File: config.mk
export PLATFORM = sky130hd
export DESIGN_NAME = usart_clkgen
export DESIGN_NICKNAME = d
export VERILOG_FILES = /design/src/rtl/usart_clkgen_pkg.sv /design/src/rtl/usart_prescaler.sv /design/src/rtl/usart_async_post.sv /design/src/rtl/usart_sync_master.sv /design/src/rtl/usart_slave_edge.sv /design/src/rtl/usart_clkgen.sv
export SDC_FILE = /design/constraint.sdc
export NUM_CORES = 1
export LEC_CHECK = 0
export ABC_AREA = 0
export BUFFER_PORTS_ARGS = -buffer_cell sky130_fd_sc_hd__buf_4
export CAP_MARGIN = 20
export CELL_PAD_IN_SITES_DETAIL_PLACEMENT = 0
export CELL_PAD_IN_SITES_GLOBAL_PLACEMENT = 1
export CORE_UTILIZATION = 40
export CTS_CLUSTER_SIZE = 12
export DETAILED_ROUTE_END_ITERATION = 10
export GPL_TIMING_DRIVEN = 0
export PLACE_DENSITY = 0.81
export RECOVER_POWER = 25
export SYNTH_ARGS = -nofsm -noshare
export SYNTH_HDL_FRONTEND = slang
export SYNTH_HIERARCHICAL = 1
export SYNTH_SLANG_ARGS = --single-unit
File: constraint.sdc
create_clock -name clk -period 2.1 [get_ports clk]
set_input_delay 0.105 -clock clk [delete_from_list [all_inputs] [get_ports clk]]
set_output_delay 0.105 -clock clk [all_outputs]
set_load 0.1 [all_outputs]
File: src/rtl/usart_clkgen_pkg.sv
package usart_clkgen_pkg;

    // Operating mode; bit 1 selects the external-clock path.
    typedef enum logic [1:0] {
        CK_ASYNC     = 2'b00,
        CK_MASTER    = 2'b01,
        CK_SLAVE     = 2'b10,
        CK_SLAVE_ALT = 2'b11
    } ck_mode_e;

    // Pulses and clock handed from a timing source to the output mux.
    typedef struct packed {
        logic tx;
        logic rx;
        logic sclk;
    } tick_bundle_s;

    localparam tick_bundle_s TICKS_IDLE = '{tx: 1'b0, rx: 1'b0, sclk: 1'b0};

    // Last post-divider count for the selected oversampling ratio.
    function automatic int unsigned ovs_last(input logic fast, input int unsigned norm_ovs,
                                             input int unsigned fast_ovs);
        return fast ? fast_ovs - 1 : norm_ovs - 1;
    endfunction

endpackage

File: src/rtl/usart_prescaler.sv
module usart_prescaler #(
    parameter int DIV_W = 12
) (
    input  logic             clk,
    input  logic             rst,
    input  logic [DIV_W-1:0] divisor,
    input  logic             restart,
    output logic             base_tick
);
    logic [DIV_W-1:0] count_q;

    // Down-counter: reload on zero or on a configuration restart.
    always_ff @(posedge clk) begin
        if (rst || restart || count_q == '0) begin
            count_q <= divisor;
        end else begin
            count_q <= count_q - DIV_W'(1);
        end
    end

    assign base_tick = !rst && !restart && (count_q == '0);
endmodule

File: src/rtl/usart_async_post.sv
module usart_async_post
    import usart_clkgen_pkg::*;
#(
    parameter int NORM_OVS = 16,
    parameter int FAST_OVS = 8
) (
    input  logic         clk,
    input  logic         rst,
    input  logic         clear,
    input  logic         enable,
    input  logic         fast,
    input  logic         base_tick,
    output tick_bundle_s ticks
);
    localparam int PW = $clog2(NORM_OVS);

    logic [PW-1:0] phase_q;
    logic [PW-1:0] last_phase;

    assign last_phase = PW'(ovs_last(fast, NORM_OVS, FAST_OVS));

    always_ff @(posedge clk) begin
        if (rst || clear) begin
            phase_q <= '0;
        end else if (enable && base_tick) begin
            phase_q <= (phase_q == last_phase) ? '0 : phase_q + PW'(1);
        end
    end

    always_comb begin
        ticks      = TICKS_IDLE;
        ticks.rx   = base_tick;
        ticks.tx   = base_tick && (phase_q == last_phase);
    end
endmodule

File: src/rtl/usart_sync_master.sv
module usart_sync_master
    import usart_clkgen_pkg::*;
(
    input  logic         clk,
    input  logic         rst,
    input  logic         clear,
    input  logic         enable,
    input  logic         base_tick,
    output tick_bundle_s ticks
);
    logic sclk_q;

    always_ff @(posedge clk) begin
        if (rst || clear) begin
            sclk_q <= 1'b0;
        end else if (enable && base_tick) begin
            sclk_q <= !sclk_q;
        end
    end

    always_comb begin
        ticks.sclk = sclk_q;
        ticks.rx   = base_tick && !sclk_q;
        ticks.tx   = base_tick && sclk_q;
    end
endmodule

File: src/rtl/usart_slave_edge.sv
module usart_slave_edge
    import usart_clkgen_pkg::*;
#(
    parameter int SYNC_STAGES = 2
) (
    input  logic         clk,
    input  logic         rst,
    input  logic         ext_clk_in,
    output tick_bundle_s ticks
);
    logic [SYNC_STAGES-1:0] sync_q;
    logic                   prev_q;
    logic                   level;

    generate
        if (SYNC_STAGES == 1) begin : g_single
            always_ff @(posedge clk) begin
                if (rst) sync_q <= '0;
                else     sync_q <= ext_clk_in;
            end
        end else begin : g_chain
            always_ff @(posedge clk) begin
                if (rst) sync_q <= '0;
                else     sync_q <= {sync_q[SYNC_STAGES-2:0], ext_clk_in};
            end
        end
    endgenerate

    assign level = sync_q[SYNC_STAGES-1];

    always_ff @(posedge clk) begin
        if (rst) prev_q <= 1'b0;
        else     prev_q <= level;
    end

    always_comb begin
        ticks      = TICKS_IDLE;
        ticks.rx   = !rst && level && !prev_q;
        ticks.tx   = !rst && !level && prev_q;
    end
endmodule

File: src/rtl/usart_clkgen.sv
module usart_clkgen
    import usart_clkgen_pkg::*;
#(
    parameter int DIV_W       = 12,
    parameter int NORM_OVS    = 16,
    parameter int FAST_OVS    = 8,
    parameter int SYNC_STAGES = 2
) (
    input  logic             clk,
    input  logic             rst,
    input  logic [DIV_W-1:0] divisor,
    input  logic             dbl_speed,
    input  logic [1:0]       mode,
    input  logic             ext_clk_in,
    output logic             tx_tick,
    output logic             rx_tick,
    output logic             sclk_out
);
    ck_mode_e         mode_e;
    logic             eff_dbl;
    logic [DIV_W-1:0] div_q;
    logic [1:0]       mode_q;
    logic             dbl_q;
    logic             cfg_change;
    logic             base_tick;
    tick_bundle_s     async_b, master_b, slave_b, sel_b;

    assign mode_e  = ck_mode_e'(mode);
    // Double speed only counts while asynchronous operation is selected.
    assign eff_dbl = dbl_speed && (mode_e == CK_ASYNC);

    // Previous-cycle configuration, used to spot a change.
    always_ff @(posedge clk) begin
        div_q  <= divisor;
        mode_q <= mode;
        dbl_q  <= eff_dbl;
    end

    assign cfg_change = !rst && ((divisor != div_q) || (mode != mode_q) || (eff_dbl != dbl_q));

    usart_prescaler #(.DIV_W(DIV_W)) u_presc (
        .clk      (clk),
        .rst      (rst),
        .divisor  (divisor),
        .restart  (cfg_change),
        .base_tick(base_tick)
    );

    usart_async_post #(.NORM_OVS(NORM_OVS), .FAST_OVS(FAST_OVS)) u_async (
        .clk      (clk),
        .rst      (rst),
        .clear    (cfg_change),
        .enable   (mode_e == CK_ASYNC),
        .fast     (eff_dbl),
        .base_tick(base_tick),
        .ticks    (async_b)
    );

    usart_sync_master u_master (
        .clk      (clk),
        .rst      (rst),
        .clear    (cfg_change),
        .enable   (mode_e == CK_MASTER),
        .base_tick(base_tick),
        .ticks    (master_b)
    );

    usart_slave_edge #(.SYNC_STAGES(SYNC_STAGES)) u_slave (
        .clk       (clk),
        .rst       (rst),
        .ext_clk_in(ext_clk_in),
        .ticks     (slave_b)
    );

    always_comb begin
        case (mode_e)
            CK_ASYNC:  sel_b = async_b;
            CK_MASTER: sel_b = master_b;
            default:   sel_b = slave_b;
        endcase
    end

    assign tx_tick  = sel_b.tx;
    assign rx_tick  = sel_b.rx;
    assign sclk_out = sel_b.sclk;
endmodule

Word level (Yosys, flattened, before mapping) --
Index checks and enable logic that the tools add are counted.
Storage, ports and cells: register bits 35, bits in latches 0, RAM bits 0, ROM bits 0, input port bits 18, logic and storage cells 43, memories kept 0
Operators by class: add/sub/neg operators 2, multipliers 0, div/mod/pow operators 0, $lt $le $gt $ge 0, equal/unequal tests 5, shift operators 0, multiplexer cells 4, bitwise operators 0, reduce and logical (&&, ||, !) cells 24
Operators by type and width (number):
- logical AND 1 bit | 13
- zero test 12 bit | 1
- two-way mux 12 bit | 1
- inequality test 12 bit | 1
- subtractor 12 x 1 -> 12 bit, second input constant | 1
- two-way mux 4 bit | 2
- one-hot mux 3 bit (2 select lines) | 1
- zero test 1 bit | 5
- adder 4 x 1 -> 4 bit, second input constant | 1
- == test 4 bit | 1
- logical OR 1 bit | 4
- == test 2 x 1 -> 1 bit, second input constant | 1
- zero test 2 bit | 1
- inequality test 2 bit | 1
- inequality test 1 bit | 1

Depth between registers and ports, before layout --
Gate-level depths: netlist (run 1).
depth after elaboration 10, gate-level depth with buffers 9, depth with buffers taken out 8

Hierarchy --
Netlist (run 1), hierarchy kept.
Modules (own cells, without submodules):
- usart_prescaler | instances 1, cells an instance 61, area each 688.2 um^2
- usart_clkgen | instances 1, cells an instance 49, area each 569.3 um^2
- usart_async_post | instances 1, cells an instance 29, area each 242.7 um^2
- usart_slave_edge | instances 1, cells an instance 10, area each 105.1 um^2
- usart_sync_master | instances 1, cells an instance 7, area each 73.8 um^2

Worst setup path before layout (run 1) --
OpenSTA, ideal clock, no wires.
kind flip-flop to output port, start point register div_q[6], end point output tx_tick, arrival time 3921 ps, path slack -1926 ps, stages on the path, launching flop included 8, path buffers 0, cell sequence dfxtp_1 > xor2_1 > nor4_1 > a41oi_1 > nor3_1 > nor3b_1 > mux2i_1 > o21ai_0
RTL lines:
- start, declared | line usart_clkgen.sv:21 | logic [DIV_W-1:0] div_q;
- start signal, assigned | line usart_clkgen.sv:34 | div_q <= divisor;
- end, declared | line usart_clkgen.sv:15 | output logic tx_tick,

==> metrics.txt, run 1 <==
most frequent cell after synthesis dfxtp_1; Seq/Total Area, Yosys 0.417; Syn Inst Count 156; P per Cell Area 629 nW/um^2; CTS tree built; Period minus WS final 2.31 ns; antenna cells 0; Residual DRC 0; maximum capacitance violations 0; first-pass iteration count of the detailed router 4; Reg2Reg Capture Point u_async/phase_q[1]$_SDFFE_PP0P_; arrival time at the worst endpoint 2.21 ns; Die W 66.8 um; Yosys cell types 40; initial antenna violation count 0; drt via density 4.87; worst min-delay path class primary input to register; fmax 433 MHz; Seq cells post-synth 35; Final Cycle Share 1.10; Synth area leaders dfxtp_1, mux2_4, xnor2_1; Data required, critical path 2.00 ns; WL final 3.17 mm; Setup Skew 0.00510 ns; final net count 224; Clock Pin Slew Worst Setup and Hold Paths 0.06 ns; Critical Path Start Type register; number of global-route vias before repair 1262; synthesis-to-finish area growth 33.8%; leakage 0.910 nW; clock root cell clkbuf_8; largest area contributor in the netlist dfxtp_1; CTS H-tree depth 2; Post-Syn Area 1680 um^2; Hold EP u_slave/sync_q[0]$_SDFF_PP0_; Max IR drop VDD 0.000317 V; status finished, violations left; placed cell area 1940 um^2; syn avg cell area 10.8 um^2; hold depth 2; largest net degree at the start of global routing 13; Final HPWL DP 2.15 mm; DR vias 1227; Clk Latency, worst-skew pair 0.28 ns; share of cells above drive strength 1 0.327; Port Buffers 20; number of synthesized flops with an enable pin 0; commonest cells in the netlist dfxtp_1, xnor2_1, xor2_1; crit path max fanout 4; Setup crit end kind primary output; Design Area, Final 2250 um^2; ANT nets after route 0; Final Wtd Congestion 0.778; setup violators final 2; die height 66.8 um; unrepaired setup endpoints after global routing yes; Worst Hold Launch ext_clk_in; CTS Sinks 35; Synth top area share 0.417; Layout Utilization 0.557; Starting Density 0.417; Post-Syn Nets 177; io pins 21; Rows 23; critical path type register to primary output; CTS buffer count 5; TNS Setup -0.400 ns; first-pass GRT wire length 5.61 mm; Place WS -0.542 ns; All-Layer GR Usage 0.173; FF-to-FF Start div_q[6]$_DFF_P_; violated checks setup timing; Worst R2R Path Depth 10; total die area 4460 um^2; wire per inst 12.6 um; yosys warns 6; final slew viol count 0; initial DRC count 53; Async SR Flop Fraction 0; Max clock buf depth 2; total grt overflow 0; core box area 4030 um^2; ys flop type dfxtp_1; setup slack after layout -0.211 ns; Hold Fails Final Rpt 0; R2R Setup Slk 0.05 ns
-- layout make-up --
type                    count  area (um^2)
clock buffers               6         72.6
flip-flops and latches     35          701
plain buffers               7         72.6
repair buffers             40          360
well taps                  50         62.6
multi-input cells         110          962
inverters                   4         15.0
fillers                   353         1780
-- metrics by stage --
step,power (mW),hold slack [ns],instances
after floorplan,0.895,0.133,156
after global placement,0.956,0.225,226
after detailed placement,0.960,0.227,226
after CTS,1.43,0.0265,250
after global routing,1.49,0.0311,252
final,1.41,0.0317,252
-- cell usage in the layout, fill, tap and decap left out, types with 2 or more instances in the layout --
cell type,Yosys,routed
buf_12,1,3
ha_1,3,3
o2111ai_1,2,2
nor3_4,0,2
clkbuf_8,0,5
mux2i_2,0,2
mux2_2,2,2
xor2_1,13,13
dfxtp_1,35,35
clkbuf_1,0,2
nor4_2,1,2
inv_1,4,4
nand3_1,6,6
conb_1,2,2
nor2b_1,5,5
mux2_4,9,9
buf_6,2,3
nand2_1,8,8
o21ai_4,0,2
nor3b_1,3,2
nor2_1,5,5
buf_4,4,26
o211ai_1,2,2
nor3_1,6,4
mux2i_1,5,3
nand4_1,3,3
dlygate4sd3_1,0,14
xnor2_1,14,14
-- report_power, final --
| group | total, mW | internal [mW] | switching, mW |
|---|---|---|---|
| registers | 0.743 | 0.705 | 0.0376 |
| clock network | 0.439 | 0.221 | 0.218 |
| logic | 0.232 | 0.129 | 0.103 |
-- cells by family (layout without fill, tap and decap cells) --
logic type | count (synthesis) | after routing | share of synthesized area
AOI/OAI and AO/OA | 11 | 11 | 0.0514
buffers and inverters | 11 | 57 | 0.0522
adders and majority gates | 3 | 3 | 0.0224
muxes | 16 | 16 | 0.124
DFF | 35 | 35 | 0.417
other | 2 | 2 | 0.00447
xor gates and xnor gates | 27 | 27 | 0.141
and+or+nand+nor | 51 | 51 | 0.188
-- state kept, by name, summed over array words and instances, names as in the netlist --
register and cells:
u_master/sclk_q 1, mode_q 2, u_slave/prev_q 1, u_async/phase_q 4, div_q 12, u_slave/sync_q 2, dbl_q 1, u_presc/count_q 12
-- how the worst max path moves through the flow --
stage / slack (ns) / to / depth (start not counted) / start
6_report: -0.21 / tx_tick / 9 / div_q[6]$_DFF_P_
2_1_floorplan: -0.18 / tx_tick / 7 / div_q[10]$_DFF_P_
5_1_grt: -0.33 / tx_tick / 8 / u_presc/count_q[7]$_DFF_P_
3_5_place_dp: -0.54 / tx_tick / 11 / mode[1]
4_1_cts: -0.22 / tx_tick / 9 / div_q[4]$_DFF_P_
3_3_place_gp: -0.58 / tx_tick / 11 / mode[1]
-- layer usage --
metal / up-vias / part of all wire / wire, um / global-route usage
li1: 619 / - / - / -
met1: 578 / 0.44 / 1410 / 0.201
met2: 23 / 0.49 / 1560 / 0.287
met3: 7 / 0.042 / 133 / 0.0428
met4: 0 / 0.020 / 63 / 0.0957
met5: - / 0 / 0 / 0
-- worst max-delay path: stages, from the launching register on --
cell	delay (ns)
dfxtp_1	0.31
xor2_1	0.16
nor4_2	0.34
a41oi_2	0.21
nor3_4	0.19
buf_6	0.13
and2_2	0.14
mux2i_2	0.08
o21ai_4	0.17
buf_12	0.19
-- timing repair --
action	CTS	global route
setup buffers	4	2
resized for setup	12	2
hold buffers	14	0
endpoints found under the setup margin	15	14
pin swaps	5	4
hold endpoints to repair	14	0
No activity file was read; power rests on OpenSTA's default activity.
==> run 2, diff against run 1 <==
Settings changed: BUFFER_PORTS_ARGS -buffer_cell sky130_fd_sc_hd__buf_4 to -buffer_cell sky130_fd_sc_hd__buf_2, CELL_PAD_IN_SITES_DETAIL_PLACEMENT 0 to 1.
==> metrics.txt, run 2 (synthesis results as in run 1) <==
Clk Latency, worst-skew pair 0.29 ns (about the same); final slew viol count 0 (unchanged); drt via density 5.13 (+5.3%); Data required, critical path 2.00 ns (about the same); Period minus WS final 2.47 ns (+0.155 ns); die height 66.8 um (unchanged); wire per inst 16.3 um (+30%); critical path type register to primary output; CTS H-tree depth 2 (unchanged); first-pass GRT wire length 6.31 mm (+12%); non-filler cells in the finished layout 256 (+1.6%); clock root cell clkbuf_8; Starting Density 0.417 (unchanged); Cells after DPL 226 (unchanged); Critical Path Start Type register; WL final 4.18 mm (+32%); status finished, violations left; fmax 405 MHz (-6.3%); arrival time at the worst endpoint 2.36 ns (+0.15 ns); Final Wtd Congestion 0.736 (-5.4%); synthesis-to-finish area growth 37.5%; Final HPWL DP 2.57 mm (+20%); Max clock buf depth 2 (unchanged); Die W 66.8 um (unchanged); wl on met1 1.56 mm (+11%); first-pass iteration count of the detailed router 4 (unchanged); biggest regs div_q x12, u_presc/count_q x12, u_async/phase_q x4; ANT nets after route 0 (unchanged); P per Cell Area 664 nW/um^2 (+5.6%); Final Cycle Share 1.17 (+0.0740); initial DRC count 32 (-40%); Residual DRC 0 (unchanged); most frequent cells in the layout dfxtp_1, buf_2, dlygate4sd3_1; leakage 0.936 nW (+2.8%); setup slack after layout -0.366 ns (-0.155 ns); worst min-delay path class primary input to register; Detail Route met2 WL 2.30 mm (+47%); crit path max fanout 5 (+1); total die area 4460 um^2 (unchanged); DR vias 1312 (+6.9%); unrepaired setup endpoints after global routing yes; Hold Fails Final Rpt 0 (unchanged); CTS buffer count 5 (unchanged); CTS tree built; Setup crit end kind primary output; final net count 226 (+0.89%); CTS Sinks 35 (unchanged); total grt overflow 0 (unchanged); share of cells above drive strength 1 0.374 (+0.0471); Port Buffers 20 (unchanged); largest net degree at the start of global routing 13 (unchanged); most common cell after layout, fill and taps aside dfxtp_1; maximum capacitance violations 0 (unchanged); Layout Utilization 0.573 (+0.0155); met3 wire length 181 um (+36%); Rows 23 (unchanged); io pins 21 (unchanged); R2R Setup Slk 0.08 ns (+0.03 ns); violated checks setup timing; top sig layer met4; setup violators final 2 (unchanged); core box area 4030 um^2 (unchanged); Place WS -0.780 ns (-0.238 ns); hold slack final 0.0279 ns (-0.00377 ns); number of global-route vias before repair 1399 (+11%); Max IR drop VDD 0.000325 V (+2.6%); All-Layer GR Usage 0.201 (+0.0284); Tot Pwr 1.53 mW (+8.5%); Setup Skew 0.00532 ns (+0.000220 ns); antenna cells 0 (unchanged); initial antenna violation count 0 (unchanged); filler instances 447 (+27%); Clock Pin Slew Worst Setup and Hold Paths 0.07 ns (about the same)
-- run 2: timing repair --
action / 4_1_cts / 5_1_grt
gates cloned: 0 / 1
endpoints found under the hold margin: 14 / 0
hold buffers: 14 / 0
buffers inserted: 6 / 2
endpoints found under the setup margin: 16 / 15
pin swaps: 5 / 8
gates resized for setup: 14 / 12
-- run 2: metrics by stage --
step	cell area (um^2)	TNS, ns
3_3_place_gp	1890	-2.65
5_1_grt	2310	-0.946
3_5_place_dp	1890	-4.18
4_1_cts	2230	-0.626
6_report	2310	-0.703
2_1_floorplan	1720	-0.317
-- run 2: path summary, 6_finish.rpt --
| check | start | endpoint | depth (start not counted) |
|---|---|---|---|
| setup / recovery | div_q[5]$_DFF_P_ | rx_tick | 10 |
| hold / removal | ext_clk_in | u_slave/sync_q[0]$_SDFF_PP0_ | 2 |
| setup reg to reg | div_q[5]$_DFF_P_ | u_presc/count_q[8]$_DFF_P_ | 9 |
| hold reg to reg | u_slave/sync_q[0]$_SDFF_PP0_ | u_slave/sync_q[1]$_SDFF_PP0_ | 1 |
-- run 2: cell type report --
type	count	area, um^2	area share
multi-input cells	110	1010	0.436
flip-flops and latches	35	704	0.305
repair buffers	42	348	0.151
clock buffers	8	100	0.0434
plain buffers	7	72.6	0.0314
well taps	50	62.6	0.0271
inverters	4	15.0	0.00650
-- run 2: metal layers --
metal / up-vias / track usage
met1: 647 / 0.195
li1: 627 / -
met4: 0 / 0.104
met2: 26 / 0.375
met3: 12 / 0.0634
met5: - / 0
-- run 2: worst max-delay path, stage by stage, from the launching register on --
cell     delay [ns]
dfxtp_2        0.33
xnor2_2        0.15
nand4_1        0.13
nor3_2         0.25
a41oi_2        0.21
nor3_4         0.25
buf_6          0.14
and2b_2        0.16
mux2i_2        0.09
o21ai_4        0.16
buf_12         0.20
-- run 2: power by group --
| group | switching [mW] | leakage, nW | total, mW | internal, mW |
|---|---|---|---|---|
| clock | 0.242 | 0.0515 | 0.541 | 0.299 |
| combinational | 0.116 | 0.592 | 0.247 | 0.131 |
| sequential | 0.0396 | 0.293 | 0.745 | 0.705 |
==> run 3, diff against run 2 <==
Settings changed: CAP_MARGIN 20 to 15, CORE_UTILIZATION 40 to 48, PLACE_DENSITY 0.81 to 0.9.
Clock period 2.1 ns to 2.9 ns, I/O delays scaled along.
==> metrics.txt, run 3 (synthesis results as in run 1) <==
Rows 21 (-8.7%); slew margin rel. 0.520; R2R Setup Slk 0.63 ns (+0.55 ns); crit path max fanout 7 (+2); Layout Utilization 0.634 (+0.0611); most common cell after layout, fill and taps aside dfxtp_1; Clock Pin Slew Worst Setup and Hold Paths 0.09 ns (+0.02 ns); setup violators final 0 (-2); unrepaired setup endpoints after global routing no; arrival time at the worst endpoint 2.60 ns (+0.24 ns); busiest grt layer met2; Max clock buf depth 2 (unchanged); Residual DRC 0 (unchanged); wire per inst 18.7 um (+15%); first-pass GRT wire length 7.16 mm (+14%); status finished clean; global-route met3 utilization 0.0903 (+0.0270); CTS tree built; drt via density 5.26 (+2.7%); Starting Density 0.503 (+0.0864); Worst Hold Launch ext_clk_in; Port Buffers 20 (unchanged); Critical Path, Cell by Cell dlygate4sd3_1, buf_2, xor2_1, nor4_1, a41oi_2, nor3_4, buf_4, and2_2, mux2i_1, o21ai_2, buf_6; Slowest-stage cell, CP dlygate4sd3_1; Final HPWL DP 2.75 mm (+7.1%); synthesis-to-finish area growth 26.0%; crit-path leading delay family buffers and inverters; Data required, critical path 2.76 ns (+0.76 ns); Reg area 701 um^2 (-0.53%); filler instances 391 (-13%); hold slack final 0.0172 ns (-0.0107 ns); clock root cell clkbuf_4; DR vias 1305 (-0.53%); Hold Fails Final Rpt 0 (unchanged); Max IR drop VDD 0.000356 V (+9.7%); Clk Latency, worst-skew pair 0.35 ns (+0.06 ns); Critical Path Start Type primary input; multi-input logic area 926 um^2 (-8.0%); P per Cell Area 480 nW/um^2 (-28%); crit path from divisor[3]; total die area 3740 um^2 (-16%); CTS H-tree depth 2 (unchanged); CTS Sinks 35 (unchanged); Final Wtd Congestion 0.779 (+5.9%); io pins 21 (unchanged); final net count 222 (-1.8%); Worst Path Buf+Inv 4 (+2); Die W 61.1 um (-8.5%); Final Cycle Share 0.947; FF-to-FF Start u_presc/count_q[4]$_DFF_P_; maximum capacitance violations 0 (unchanged); ANT nets after route 0 (unchanged); placed cell area 1840 um^2 (-2.3%); total grt overflow 0 (unchanged); Setup Skew 0.0131 ns (+0.00781 ns); largest net degree at the start of global routing 13 (unchanged); number of global-route vias before repair 1449 (+3.6%); core box area 3340 um^2 (-17%); Setup crit end kind primary output; Period minus WS final 2.75 ns; die height 61.1 um (-8.5%); All-Layer GR Usage 0.284 (+0.0832); fmax 364 MHz; first-pass iteration count of the detailed router 4 (unchanged); critical path type primary input to primary output; Design Area, Final 2120 um^2 (-8.3%); CTS buffer count 5 (unchanged); most frequent cells in the layout dfxtp_1, xnor2_1, dlygate4sd3_1; share of cells above drive strength 1 0.282 (-0.0916); final slew viol count 0 (unchanged); delay of the slowest critical-path stage 0.53 ns (+0.20 ns); antenna cells 0 (unchanged); Tightest Pin Transition 0.720 ns; initial DRC count 65 (+100%); worst min-delay path class primary input to register; WL final 4.64 mm (+11%); initial antenna violation count 0 (unchanged); biggest regs div_q x12, u_presc/count_q x12, u_async/phase_q x4; met2 GRT Util 0.511 (+0.136); leakage 0.866 nW (-7.4%); met1 Use GR 0.276 (+0.0816)
## run 3: cell count changes in the layout (fill, tap and decap cells not counted), sizes merged
cell    delta
buf        -6
clkbuf     +2
## run 3: worst reg2reg max path: stages (launching register included)
cell       delay (ns)
dfxtp_1          0.36
nor3_2           0.42
nand4_1          0.36
nor3_4           0.30
buf_4            0.18
and2_1           0.19
o2111ai_1        0.18
o211ai_1         0.21
## run 3: where the power goes
part	total, mW	switching (mW)	internal [mW]
Sequential	0.540	0.0295	0.510
Clock	0.303	0.161	0.143
Combinational	0.172	0.0866	0.0853
Total	1.01	0.277	0.738
## run 3: stage by stage
| step | worst slack, ns | std cells | power, mW | setup TNS (ns) |
|---|---|---|---|---|
| CTS | 0.0113 | 246 | 1.01 | 0 |
| finish | 0.154 | 248 | 1.01 | 0 |
| detailed placement | -0.233 | 222 | 0.693 | -0.425 |
| global route | 0.0101 | 248 | 1.06 | 0 |
| global placement | -0.154 | 222 | 0.680 | -0.230 |
| floorplan | 0.109 | 156 | 0.646 | 0 |
## run 3: per-layer routing
layer  share of wire  vias up  wire length, um
li1                -      619                -
met1            0.39      641             1790
met2            0.55       32             2540
met3           0.032       13              148
met4           0.035        0              164
met5               0        -                0
## run 3: layout make-up
cell class,instances,area share
Multi-Input combinational cell,110,0.438
Tap cell,46,0.0272
Sequential cell,35,0.331
Timing Repair Buffer,38,0.130
Clock buffer,8,0.0325
Inverter,4,0.00710
Buffer,7,0.0343
## run 3: repair_timing
| item | in CTS | in global routing |
|---|---|---|
| setup buffers | 2 | 2 |
| endpoints found under the setup margin | 2 | 2 |
| pin swaps | 1 | 2 |
| hold buffers | 14 | 0 |
| gates resized for setup | 4 | 5 |
| endpoints found under the hold margin | 14 | 0 |
## run 3: worst paths after layout
path         cells after the start                         endpoint
max                             11                          tx_tick
min reg2reg                      1     u_slave/sync_q[1]$_SDFF_PP0_
min                              2     u_slave/sync_q[0]$_SDFF_PP0_
max reg2reg                      7  u_async/phase_q[3]$_SDFFE_PP0P_
